File: src/rtl/pirq_pkg.sv
package pirq_pkg;

    typedef enum logic {
        LINE_IDLE     = 1'b0,
        LINE_ASSERTED = 1'b1
    } line_state_t;

    localparam int ADDR_W = 3;

    localparam logic [ADDR_W-1:0] A_CORE_FLAGS = 3'd0;
    localparam logic [ADDR_W-1:0] A_PIN_LO     = 3'd1;
    localparam logic [ADDR_W-1:0] A_PIN_HI     = 3'd2;
    localparam logic [ADDR_W-1:0] A_CONTROL    = 3'd3;
    localparam logic [ADDR_W-1:0] A_MASK_LO    = 3'd4;
    localparam logic [ADDR_W-1:0] A_MASK_HI    = 3'd5;

    localparam int SYNC_BIT = 0;
    localparam int TRIP_BIT = 1;

endpackage

File: src/rtl/pirq_pin_detect.sv
module pirq_pin_detect #(
    parameter int N = 12
) (
    input  logic         clk,
    input  logic         rst_n,
    input  logic [N-1:0] pin_i,
    input  logic [N-1:0] mask_i,
    output logic [N-1:0] evt_o
);

    for (genvar g = 0; g < N; g++) begin : g_pin
        logic meta_q, sync_q, prev_q;

        always_ff @(posedge clk or negedge rst_n) begin
            if (!rst_n) begin
                meta_q <= 1'b0;
                sync_q <= 1'b0;
                prev_q <= 1'b0;
            end else begin
                meta_q <= pin_i[g];
                sync_q <= meta_q;
                prev_q <= sync_q;
            end
        end

        assign evt_o[g] = (sync_q ^ prev_q) & mask_i[g];
    end

endmodule

File: src/rtl/pirq_flag_group.sv
module pirq_flag_group #(
    parameter int W = 8
) (
    input  logic         clk,
    input  logic         rst_n,
    input  logic [W-1:0] set_i,
    input  logic         clr_i,
    output logic [W-1:0] flags_o
);

    always_ff @(posedge clk or negedge rst_n) begin
        if (!rst_n) begin
            flags_o <= '0;
        end else begin
            flags_o <= (clr_i ? '0 : flags_o) | set_i;
        end
    end


    keep_on_clear_chk: assert property (@(posedge clk) disable iff (!rst_n)
        (|set_i) |=> ((flags_o & $past(set_i)) == $past(set_i)));


    clear_all_chk: assert property (@(posedge clk) disable iff (!rst_n)
        (clr_i && (set_i == '0)) |=> (flags_o == '0));

endmodule

File: src/rtl/pirq_line_fsm.sv
module pirq_line_fsm
    import pirq_pkg::*;
(
    input  logic clk,
    input  logic rst_n,
    input  logic pending_i,
    output logic irq_n_o
);

    line_state_t state_q, state_d;

    always_ff @(posedge clk or negedge rst_n) begin
        if (!rst_n) state_q <= LINE_IDLE;
        else        state_q <= state_d;
    end

    always_comb begin
        state_d = state_q;
        unique case (state_q)
            LINE_IDLE:     if (pending_i)  state_d = LINE_ASSERTED; // RAISE
            LINE_ASSERTED: if (!pending_i) state_d = LINE_IDLE;     // RELEASE
            default:                       state_d = LINE_IDLE;
        endcase
    end

    always_comb begin
        unique case (state_q)
            LINE_ASSERTED: irq_n_o = 1'b0;
            default:       irq_n_o = 1'b1;
        endcase
    end


    raise_chk: assert property (@(posedge clk) disable iff (!rst_n)
        pending_i |=> !irq_n_o);


    release_chk: assert property (@(posedge clk) disable iff (!rst_n)
        !pending_i |=> irq_n_o);

endmodule

File: src/rtl/pirq_aggregator.sv
module pirq_aggregator
    import pirq_pkg::*;
#(
    parameter int NUM_PIN = 12,
    parameter int GRP_LO_W = 8,
    parameter int DATA_W = 16
) (
    input  logic                clk,
    input  logic                rst_n,
    input  logic                sync_evt_i,
    input  logic                trip_evt_i,
    input  logic [NUM_PIN-1:0]  pin_i,
    input  logic [ADDR_W-1:0]   bus_addr,
    input  logic                bus_wr,
    input  logic                bus_rd,
    input  logic [DATA_W-1:0]   bus_wdata,
    output logic [DATA_W-1:0]   bus_rdata,
    output logic                irq_n
);

    localparam int GRP_HI_W = NUM_PIN - GRP_LO_W;

    logic [1:0]          en_q;
    logic [GRP_LO_W-1:0] mask_lo_q;
    logic [GRP_HI_W-1:0] mask_hi_q;
    logic [1:0]          core_set, core_flags;
    logic [NUM_PIN-1:0]  pin_evt;
    logic [GRP_LO_W-1:0] lo_flags;
    logic [GRP_HI_W-1:0] hi_flags;
    logic                clr_core, clr_lo, clr_hi, pending;

    always_ff @(posedge clk or negedge rst_n) begin
        if (!rst_n) begin
            en_q      <= '0;
            mask_lo_q <= '0;
            mask_hi_q <= '0;
        end else if (bus_wr) begin
            if (bus_addr == A_CONTROL) en_q      <= bus_wdata[1:0];
            if (bus_addr == A_MASK_LO) mask_lo_q <= bus_wdata[GRP_LO_W-1:0];
            if (bus_addr == A_MASK_HI) mask_hi_q <= bus_wdata[GRP_HI_W-1:0];
        end
    end

    assign core_set[SYNC_BIT] = sync_evt_i & en_q[SYNC_BIT];
    assign core_set[TRIP_BIT] = trip_evt_i & en_q[TRIP_BIT];

    assign clr_core = bus_rd && (bus_addr == A_CORE_FLAGS);
    assign clr_lo   = bus_rd && (bus_addr == A_PIN_LO);
    assign clr_hi   = bus_rd && (bus_addr == A_PIN_HI);

    pirq_pin_detect #(.N(NUM_PIN)) u_detect (
        .clk    (clk),
        .rst_n  (rst_n),
        .pin_i  (pin_i),
        .mask_i ({mask_hi_q, mask_lo_q}),
        .evt_o  (pin_evt)
    );

    pirq_flag_group #(.W(2)) u_core (
        .clk (clk), .rst_n (rst_n), .set_i (core_set),
        .clr_i (clr_core), .flags_o (core_flags)
    );

    pirq_flag_group #(.W(GRP_LO_W)) u_lo (
        .clk (clk), .rst_n (rst_n), .set_i (pin_evt[GRP_LO_W-1:0]),
        .clr_i (clr_lo), .flags_o (lo_flags)
    );

    pirq_flag_group #(.W(GRP_HI_W)) u_hi (
        .clk (clk), .rst_n (rst_n), .set_i (pin_evt[NUM_PIN-1:GRP_LO_W]),
        .clr_i (clr_hi), .flags_o (hi_flags)
    );

    assign pending = (|core_flags) | (|lo_flags) | (|hi_flags);

    pirq_line_fsm u_line (
        .clk       (clk),
        .rst_n     (rst_n),
        .pending_i (pending),
        .irq_n_o   (irq_n)
    );

    always_comb begin
        bus_rdata = '0;
        unique case (bus_addr)
            A_CORE_FLAGS: bus_rdata[1:0]          = core_flags;
            A_PIN_LO:     bus_rdata[GRP_LO_W-1:0] = lo_flags;
            A_PIN_HI:     bus_rdata[GRP_HI_W-1:0] = hi_flags;
            A_CONTROL:    bus_rdata[1:0]          = en_q;
            A_MASK_LO:    bus_rdata[GRP_LO_W-1:0] = mask_lo_q;
            A_MASK_HI:    bus_rdata[GRP_HI_W-1:0] = mask_hi_q;
            default:      bus_rdata               = '0;
        endcase
    end


    sync_gate_chk: assert property (@(posedge clk) disable iff (!rst_n)
        (!en_q[SYNC_BIT] && !core_flags[SYNC_BIT]) |=> !core_flags[SYNC_BIT]);


    trip_gate_chk: assert property (@(posedge clk) disable iff (!rst_n)
        (!en_q[TRIP_BIT] && !core_flags[TRIP_BIT]) |=> !core_flags[TRIP_BIT]);

endmodule

File: config.mk
export PLATFORM = sky130hd
export DESIGN_NAME = pirq_aggregator
export DESIGN_NICKNAME = d
export VERILOG_FILES = /design/src/rtl/pirq_pkg.sv /design/src/rtl/pirq_pin_detect.sv /design/src/rtl/pirq_flag_group.sv /design/src/rtl/pirq_line_fsm.sv /design/src/rtl/pirq_aggregator.sv
export SDC_FILE = /design/constraint.sdc
export NUM_CORES = 1
export LEC_CHECK = 0
export ABC_AREA = 1
export BUFFER_PORTS_ARGS = -buffer_cell sky130_fd_sc_hd__buf_2
export CAP_MARGIN = 20
export CORE_MARGIN = 2
export CORE_UTILIZATION = 48
export DETAILED_ROUTE_END_ITERATION = 10
export GPL_ROUTABILITY_DRIVEN = 0
export HOLD_SLACK_MARGIN = 0.03
export PLACE_DENSITY = 0.78
export SETUP_SLACK_MARGIN = 0.3
export SYNTH_ARGS = -nofsm -noshare
export SYNTH_HDL_FRONTEND = slang
export SYNTH_HIERARCHICAL = 1
export SYNTH_SLANG_ARGS = --single-unit
File: constraint.sdc
create_clock -name clk -period 1.3 [get_ports clk]
set_clock_uncertainty 0.15 [all_clocks]
set_input_delay 0.26 -clock clk [delete_from_list [all_inputs] [get_ports clk]]
set_output_delay 0.26 -clock clk [all_outputs]
set_load 0.01 [all_outputs]
==> results by stage, run 1 <==
Setup path:
- The most numerous cell on the critical path is sky130_fd_sc_hd__nand2_1.
- The critical path class is flip-flop to output pin.
- The startpoint of the lowest-slack register-to-register path is u_lo/flags_o[2]$_DFF_PN0_.
- The cell with the biggest individual delay on the critical path is sky130_fd_sc_hd__dfrtp_1.
- The peak per-stage delay on the critical path is ~0.41 ns.
- The startpoint kind of the worst setup timing path is a flip-flop.
- STA classifies the critical path endpoint as an output pin.
- Data on the critical path arrives at its endpoint at between 1 and 1.5 ns.
- Together, buffers and inverters on the worst path number 1.
- The top fanout value on the critical path is 2.
- For the worst setup path, the data required time is slightly below 0.9 ns.
- The signal on the critical path passes through nand4_1 > nand2_1 > nor2_1 > nand2_1 > buf_2.
- The cell class contributing the biggest share of worst-path delay is flip-flops.
- The worst reg2reg path depth is 6.
- The setup slack of the most critical reg-to-reg path is about 0.01 ns.
- The destination of the worst register-to-register timing path is u_line/state_q$_DFF_PN0_.

Yosys:
- The synthesized cell area is ~2600 µm².
- Sequential cells were found to cover between 60% and 70% of the synthesized design area.
- The synthesized netlist contains 22 unique library cells.
- Sorting the synthesized cells by area gives the leading types as sky130_fd_sc_hd__dfrtp_1 (62%), sky130_fd_sc_hd__nand2_1 (14%), sky130_fd_sc_hd__nor2_1 (6.2%).
- The mean instance size in the synthesized netlist is about 9 µm².
- After technology mapping, the gate count stands at slightly below 300.
- The top cell type by total area after synthesis is sky130_fd_sc_hd__dfrtp_1.
- After synthesis, the largest area contributor takes up approximately 62% of total cell area.
- The post-synthesis sequential element count is 65.
- The yosys synthesis warning count is 6.

Clock network:
- Clock tree synthesis found a total of 65 sinks.
- After clock tree synthesis, the clock-pin slew on the worst setup and hold paths is 0.07 ns.
- TritonCTS built the clock tree.
- The tree is rooted in a sky130_fd_sc_hd__clkbuf_8.
- TritonCTS created 9 clock buffers.
- The clock latency of the later-clocked register in the worst-skew pair is 0.34 ns.
- The clock passes through at most 2 buffers.
- CTS built an H-tree with a depth of 3.

Route:
- In the routed design, unresolved DRC markers number 0.
- The first detailed-routing pass took 4 iterations.
- The routed wirelength normalized by instance count is roughly 15 µm.
- The post-detailed-route count of antenna-violating nets is 0.
- The total via count in the routed design is 2373.
- The average via count per standard cell is approximately 5.
- The routed design has between 7000 and 8000 µm of wire.
- In this run, the number of DRC markers left after iteration 0 of detailed routing was approximately 160.

Timing:
- The hold violation total from the final report was 0.
- Subtracting the final worst setup slack from the clock period gives 1.65 ns.
- Based on the critical path, the design can be clocked at up to between 600 and 700 MHz.
- Setup slack on the critical path of the routed design comes to -0.354 ns.
- On the final layout, the worst hold slack is approximately 0.067 ns.
- In the finished design, the share of the clock period the worst path needs comes to 127%.
- Setup violations remaining at the end of the flow were counted as 8.
- The max-slew violation count is 0.
- Setup repair after global routing could not meet its margin everywhere.

Global route:
- The number of antenna violations at the first check in global routing is 0.
- Global routing consumed, over all layers together, 21.6% of the routing resources.
- The largest net degree at the start of global routing is 66.
- The number of global-route vias before repair was 2303.
- The first-pass GRT wire length is approximately 9900 µm.
- After global routing the overflow that remains totals 0.

Finish:
- Cells with a size suffix above 1 make up ~40% of the layout.
- The area added between synthesis and finish is 51.8%.
- In the final design database the tool counted between 400 and 500 nets.
- The repair_antennas step left the layout with diodes totalling 0.

Power and ir drop:
- Summed over all cells, the static leakage comes to a little over 0.002 µW.
- IR analysis of the VDD net gives a maximum drop of approximately 1.0 mV.
- The power density over cell area is around 1300 nW/µm².
- The design draws ~5300 µW.

Hold path:
- Counting instances, the worst hold path has a depth of 5.
- The startpoint identified for the worst hold timing path is trip_evt_i.
- The worst hold path belongs to the class input pin to flip-flop.
- The end point of the most critical hold path is u_core/flags_o[1]$_DFF_PN0_.

Status:
- The flow ran to the end, but the final reports show violations.
- The final reports fail on negative setup slack.

Run:
- The max-capacitance violation count is 0.

Die:
- The region available for standard cell placement spans approximately 5200 µm².
- The die width is between 70 and 80 µm.
- Pin placement for this block handled 54 I/O pins.
- The area of the die is about 6000 µm².
- The number of placement rows is 26.
- The die is roughly 80 µm tall.
- The initial standard-cell utilization of the core is 50.5%.

Placement:
- The port buffer count is 37.
- After legalization and detailed placement, the total HPWL measured around 3400 µm.
[worst register-to-register path: stages, from the launching register on]
cell and delay, ns:
sky130_fd_sc_hd__dfrtp_1 0.40, sky130_fd_sc_hd__buf_6 0.12, sky130_fd_sc_hd__buf_6 0.11, sky130_fd_sc_hd__nor2_4 0.10
sky130_fd_sc_hd__nand3_2 0.09, sky130_fd_sc_hd__nor3_2 0.12, sky130_fd_sc_hd__nand2_1 0.07
[area by class of cell]
type	count	area [µm²]
Inverter	34	143
Multi-Input combinational cell	187	1030
Timing Repair Buffer	102	901
Fill cell	290	1210
Sequential cell	65	1630
Tap cell	70	87.6
Clock inverter	3	42.5
Clock buffer	12	135
[synthesized netlist by cell type (all sizes together)]
master / count
dfrtp: 65
nor2: 44
nand4: 4
nor4: 2
buf: 12
nand2: 96
nand3: 18
a21oi: 2
inv: 34
o21ai: 10
nor3: 3
conb: 1
[cell usage in the layout (no fill, tap or decap), types with 2 or more instances in the layout]
| cell | instances |
|---|---|
| sky130_fd_sc_hd__clkbuf_1 | 3 |
| sky130_fd_sc_hd__nand3_4 | 2 |
| sky130_fd_sc_hd__nor2_2 | 9 |
| sky130_fd_sc_hd__buf_12 | 3 |
| sky130_fd_sc_hd__nand3_1 | 8 |
| sky130_fd_sc_hd__buf_4 | 21 |
| sky130_fd_sc_hd__nand2_4 | 7 |
| sky130_fd_sc_hd__o21ai_0 | 2 |
| sky130_fd_sc_hd__buf_2 | 30 |
| sky130_fd_sc_hd__dfrtp_1 | 65 |
| sky130_fd_sc_hd__nor2_1 | 33 |
| sky130_fd_sc_hd__clkbuf_8 | 9 |
| sky130_fd_sc_hd__inv_8 | 2 |
| sky130_fd_sc_hd__conb_1 | 8 |
| sky130_fd_sc_hd__nand4_1 | 4 |
| sky130_fd_sc_hd__nor2_4 | 2 |
| sky130_fd_sc_hd__buf_6 | 24 |
| sky130_fd_sc_hd__nand2_2 | 18 |
| sky130_fd_sc_hd__o21ai_2 | 4 |
| sky130_fd_sc_hd__dlygate4sd3_1 | 20 |
| sky130_fd_sc_hd__nand3_2 | 8 |
| sky130_fd_sc_hd__inv_2 | 9 |
| sky130_fd_sc_hd__nor3_2 | 2 |
| sky130_fd_sc_hd__nand2_1 | 70 |
| sky130_fd_sc_hd__o21ai_1 | 4 |
| sky130_fd_sc_hd__inv_1 | 23 |
[timing repair]
item	in CTS	in global routing
setup endpoints to repair	36	37
gates cloned	1	0
resized for setup	37	63
endpoints found under the hold margin	87	0
buffers inserted	21	11
pin swaps	17	27
hold buffers	21	0
[sequential cells by signal, indices dropped and copies added (netlist names)]
name	cells
en_q	2
mask_hi_q	4
mask_lo_q	8
u_core/flags_o	2
u_detect/g_pin.meta_q	12
u_detect/g_pin.prev_q	12
u_detect/g_pin.sync_q	12
u_hi/flags_o	4
u_line/state_q	1
u_lo/flags_o	8
[how the worst max path moves through the flow]
stage                             startpoint           end  slack [ns]  depth (start not counted)
floorplan                        bus_addr[2]  bus_rdata[2]       -0.07                          6
global placement                 bus_addr[1]  bus_rdata[2]       -0.27                          7
detailed placement               bus_addr[1]  bus_rdata[3]       -0.30                          7
CTS                 mask_hi_q[3]$_DFFE_PN0P_  bus_rdata[3]       -0.29                          5
global route             en_q[1]$_DFFE_PN0P_  bus_rdata[1]       -0.44                          5
finish                   en_q[1]$_DFFE_PN0P_  bus_rdata[1]       -0.35                          5
[cell families (layout without fill, tap and decap cells)]
group / count (synthesis) / after routing / synth area share, %
other cells: 1 / 8 / 0.144
flops: 65 / 65 / 62.3
simple gates: 167 / 167 / 26.8
buf+inv: 46 / 151 / 8.48
compound gates: 12 / 12 / 2.30
[power by group]
group,total [µW],leakage [µW],internal [µW],switching [µW]
clock,1620,0.0000864,875,750
sequential,2450,0.000746,2260,192
combinational,1230,0.00118,619,610
[routing by layer]
layer	vias up	GRT usage (%)	wire, µm
met5	-	0	0
met4	0	11.3	372
met3	38	5.35	329
met2	101	36.3	3830
met1	1142	25.7	2730
li1	1092	-	-
[stage by stage]
stage / utilization, % / cells / setup TNS (ns) / setup slack, ns / cell area [µm²]
5_1_grt: 76.7 / 473 / -2.32 / -0.442 / 3970
2_1_floorplan: - / 298 / -0.145 / -0.0724 / 2690
3_3_place_gp: 57.4 / 404 / -4.22 / -0.271 / 2970
4_1_cts: 71.1 / 462 / -1.67 / -0.293 / 3680
3_5_place_dp: 57.4 / 404 / -4.70 / -0.297 / 2970
6_report: 76.7 / 473 / -1.94 / -0.354 / 3970
Power figures use the tool's default switching activity.
==> run 2: changes to the inputs <==
--- a/config.mk
+++ b/config.mk
@@ -9,11 +9,11 @@
 export BUFFER_PORTS_ARGS = -buffer_cell sky130_fd_sc_hd__buf_2
 export CAP_MARGIN = 20
 export CORE_MARGIN = 2
-export CORE_UTILIZATION = 48
+export CORE_UTILIZATION = 54
 export DETAILED_ROUTE_END_ITERATION = 10
 export GPL_ROUTABILITY_DRIVEN = 0
 export HOLD_SLACK_MARGIN = 0.03
-export PLACE_DENSITY = 0.78
+export PLACE_DENSITY = 0.83
 export SETUP_SLACK_MARGIN = 0.3
 export SYNTH_ARGS = -nofsm -noshare
 export SYNTH_HDL_FRONTEND = slang
==> constraint.sdc (replaced) <==
create_clock -name clk -period 1.6 [get_ports clk]
set_clock_uncertainty 0.15 [all_clocks]
set_input_delay 0.32 -clock clk [delete_from_list [all_inputs] [get_ports clk]]
set_output_delay 0.32 -clock clk [all_outputs]
set_load 0.01 [all_outputs]
==> results by stage, run 2 (same netlist as run 1, synthesis figures left out) <==
Status:
- The flow ran to the end, but the final reports show violations.
- The final reports fail on negative setup slack.

Setup path:
- The startpoint of the lowest-slack register-to-register path is u_lo/flags_o[2]$_DFF_PN0_.
- The critical path goes through inv_2 > nor2_2 > nor2_1 > nand3_2 > buf_6.
- The setup slack of the most critical reg-to-reg path is 0.31 ns (+0.30 ns).
- The required time of the critical path came to 1.13 ns (+0.24 ns).
- The worst path buffer plus inverter count is 2 (+1).
- The endpoint type of the worst setup path is an output pin.
- On the critical path, the stage with the largest delay is an instance of sky130_fd_sc_hd__dfrtp_1.
- The startpoint kind of the worst setup timing path is a flip-flop.
- The peak per-stage delay on the critical path is 0.41 ns (about the same).
- On the critical path the largest part of the delay comes from flip-flops.
- The destination of the worst register-to-register timing path is u_line/state_q$_DFF_PN0_.
- The worst reg2reg path depth is 6 (unchanged).
- The worst endpoint data arrival time came to 1.22 ns (-0.02 ns).
- The top fanout value on the critical path is 2 (unchanged).
- The setup path with the least slack is of type flip-flop to output pin.

Clock network:
- The number of buffers created by CTS came to 9 (unchanged).
- The tree is rooted in a sky130_fd_sc_hd__clkbuf_8.
- The number of clock sinks is 65 (unchanged).
- The TritonCTS clock tree is done.
- The clock latency of the later-clocked register in the worst-skew pair is 0.35 ns (about the same).
- The clock transition at the register clock pins on the worst setup and hold paths after CTS came to 0.07 ns (about the same).
- The maximum root-to-sink buffer count is 2 (unchanged).
- The H-tree depth reported by CTS was 3 (unchanged).

Power and ir drop:
- The internal portion of total power came to 2940 µW (-22%).
- The proportion of power drawn by combinational gates is 18.5% (-4.7 points).
- The clock group share of total power came to 33.6% (+3.0 points).
- The leakage power summed over all cells came to 0.00192 µW (-4.7%).
- The power density over cell area is 1150 nW/µm² (-14%).
- The final total power came to 4140 µW (-22%).
- The switching power as a share of total power is 29.0% (-0.28 points).
- The peak supply drop came to 0.871 mV (-14%).
- The net load switching power is 1200 µW (-23%).
- The sequential cell fraction of total power was 47.9% (+1.7 points).

Route:
- The final routed DRC violation total is 0 (unchanged).
- The average via count per standard cell was 5.16 (+2.8%).
- The routed wirelength normalized by instance count is 14.2 µm (-7.7%).
- The post-detailed-route count of antenna-violating nets came to 0 (unchanged).
- The length of routed wiring on met1 came to 2310 µm (-15%).
- The routed wire length came to 6260 µm (-14%).
- The met2 wirelength from detailed routing was 3270 µm (-14%).
- The first-pass detailed-route iteration total is 4 (unchanged).
- The number of DRC markers in iteration 0 was 210 (+35%).
- The total via count in the routed design is 2279 (-4.0%).
- In this run the top signal layer used is met4.
- The met3 wire length is 501 µm (+52%).

Timing:
- The hold violation total from the final report came to 0 (unchanged).
- Based on the critical path, the design can be clocked at up to 590 MHz.
- Setup repair after global routing could not meet its margin everywhere.
- The final-report setup violation count came to 8 (unchanged).
- The minimum setup slack in the final design is -0.0949 ns (+0.259 ns).
- The max-slew violation count was 0 (unchanged).
- The portion of the clock cycle consumed by the worst path in the final layout is 106%.
- The minimum clock period is approximately 1.7 ns.
- The accumulated negative setup slack came to -0.336 ns (+1.60 ns).

Die:
- The area of the die is 5410 µm² (-11%).
- The number of top-level pins is 54 (unchanged).
- The initial standard-cell utilization of the core is 55.7% (+5.2 points).
- The placeable core region is 4690 µm² (-9.3%).
- The number of placement rows is 25 (-3.8%).
- The die width was 73.5 µm (-5.4%).
- The y dimension of the die is 73.5 µm (-5.4%).

Run:
- The max-capacitance violation count came to 0 (unchanged).

Hold path:
- The min-delay analysis places its worst path in the category input pin to flip-flop.
- For hold timing, the worst endpoint is mask_lo_q[6]$_DFFE_PN0P_.
- The number of cells traversed by the worst hold path is 3 (-2).
- The startpoint of the lowest-slack hold path is bus_wdata[6].

Finish:
- The utilization after layout is 76.9% (+0.22 points).
- The area added between synthesis and finish is 38.1%.
- The design area was 3610 µm² (-9.0%).
- In the layout the commonest cells are sky130_fd_sc_hd__nand2_1 (89), sky130_fd_sc_hd__dfrtp_1 (65), sky130_fd_sc_hd__nor2_1 (40), sky130_fd_sc_hd__buf_2 (32), sky130_fd_sc_hd__buf_4 (31).
- The final standard cell count with taps included and fillers excluded is 442 (-6.6%).
- The count of antenna diodes in the layout came to 0 (unchanged).
- The share of final-layout standard cells stronger than drive strength 1 was 31.2% (-8.5 points).
- The largest registers in the layout are u_detect/g_pin.meta_q: 12 flops, u_detect/g_pin.prev_q: 12 flops, u_detect/g_pin.sync_q: 12 flops.
- The library cell used most frequently in the layout, excluding fill and tap cells, is sky130_fd_sc_hd__nand2_1.
- The final layout net count is 420 (-3.7%).

Global route:
- The residual overflow from global routing was 0 (unchanged).
- The first-pass GRT wire length is 9680 µm (-2.5%).
- The global routing usage summed across all routing layers was 24.8% (+3.2 points).
- The number of global-route vias before repair is 2196 (-4.6%).
- The number of antenna violations at the first check in global routing came to 0 (unchanged).
- The largest net degree at the start of global routing came to 66 (unchanged).

Placement:
- The total instance count after detailed placement was 386 (-4.5%).
- The port buffer count came to 37 (unchanged).
- The post-detailed-placement half-perimeter wirelength is 3480 µm (+1.3%).
- The post-place instance area came to 2930 µm² (-1.3%).
==> run 2: how the worst max path moves through the flow <==
stage / startpoint / cells past startpoint / endpoint / slack (ns)
final: mask_hi_q[2]$_DFFE_PN0P_ / 5 / bus_rdata[2] / -0.09
after global routing: mask_hi_q[2]$_DFFE_PN0P_ / 5 / bus_rdata[2] / -0.14
after CTS: u_lo/flags_o[2]$_DFF_PN0_ / 5 / bus_rdata[2] / -0.07
after detailed placement: bus_addr[1] / 7 / bus_rdata[3] / -0.09
after global placement: bus_addr[1] / 7 / bus_rdata[3] / -0.07
after floorplan: bus_addr[2] / 6 / bus_rdata[2] / 0.11
==> run 2: power by group through the flow <==
| stage | Combinational (µW) | Clock (µW) | Sequential (µW) |
|---|---|---|---|
| 2_1_floorplan | 324 | 0 | 1960 |
| 3_3_place_gp | 452 | 0 | 1990 |
| 3_5_place_dp | 474 | 0 | 2000 |
| 4_1_cts | 685 | 1430 | 1970 |
| 5_1_grt | 839 | 1510 | 2000 |
| 6_report | 765 | 1390 | 1980 |
==> run 2: routing by layer <==
layer	vias up	track usage, %
met5	-	0
met4	0	9.90
met3	19	10.0
met2	115	41.5
met1	1077	28.4
li1	1068	-
==> run 2: timing repair <==
action / 4_1_cts / 5_1_grt
resized for setup: 24 / 9
gates cloned: 1 / 0
hold buffers: 13 / 0
setup buffers: 19 / 7
pin swaps: 10 / 5
endpoints found under the hold margin: 77 / 0
setup endpoints to repair: 9 / 17
==> run 2: final cells by class <==
cell class / instances / area, µm²
flip-flops and latches: 65 / 1630
fillers: 293 / 1080
multi-input cells: 187 / 888
repair buffers: 86 / 687
inverters: 34 / 135
clock buffers: 9 / 124
clock inverters: 7 / 78.8
well taps: 54 / 67.6
==> run 2: worst min-delay path, stage by stage <==
cell,delay [ns]
sky130_fd_sc_hd__buf_2,0.07
sky130_fd_sc_hd__nand3_1,0.07
sky130_fd_sc_hd__nand2_1,0.07
==> run 2: through the flow <==
| stage | hold WS [ns] | setup slack (ns) |
|---|---|---|
| CTS | 0.0427 | -0.0727 |
| finish | 0.0643 | -0.0949 |
| floorplan | -0.126 | 0.108 |
| global placement | 0.181 | -0.0703 |
| global route | 0.0698 | -0.143 |
| detailed placement | 0.186 | -0.0921 |
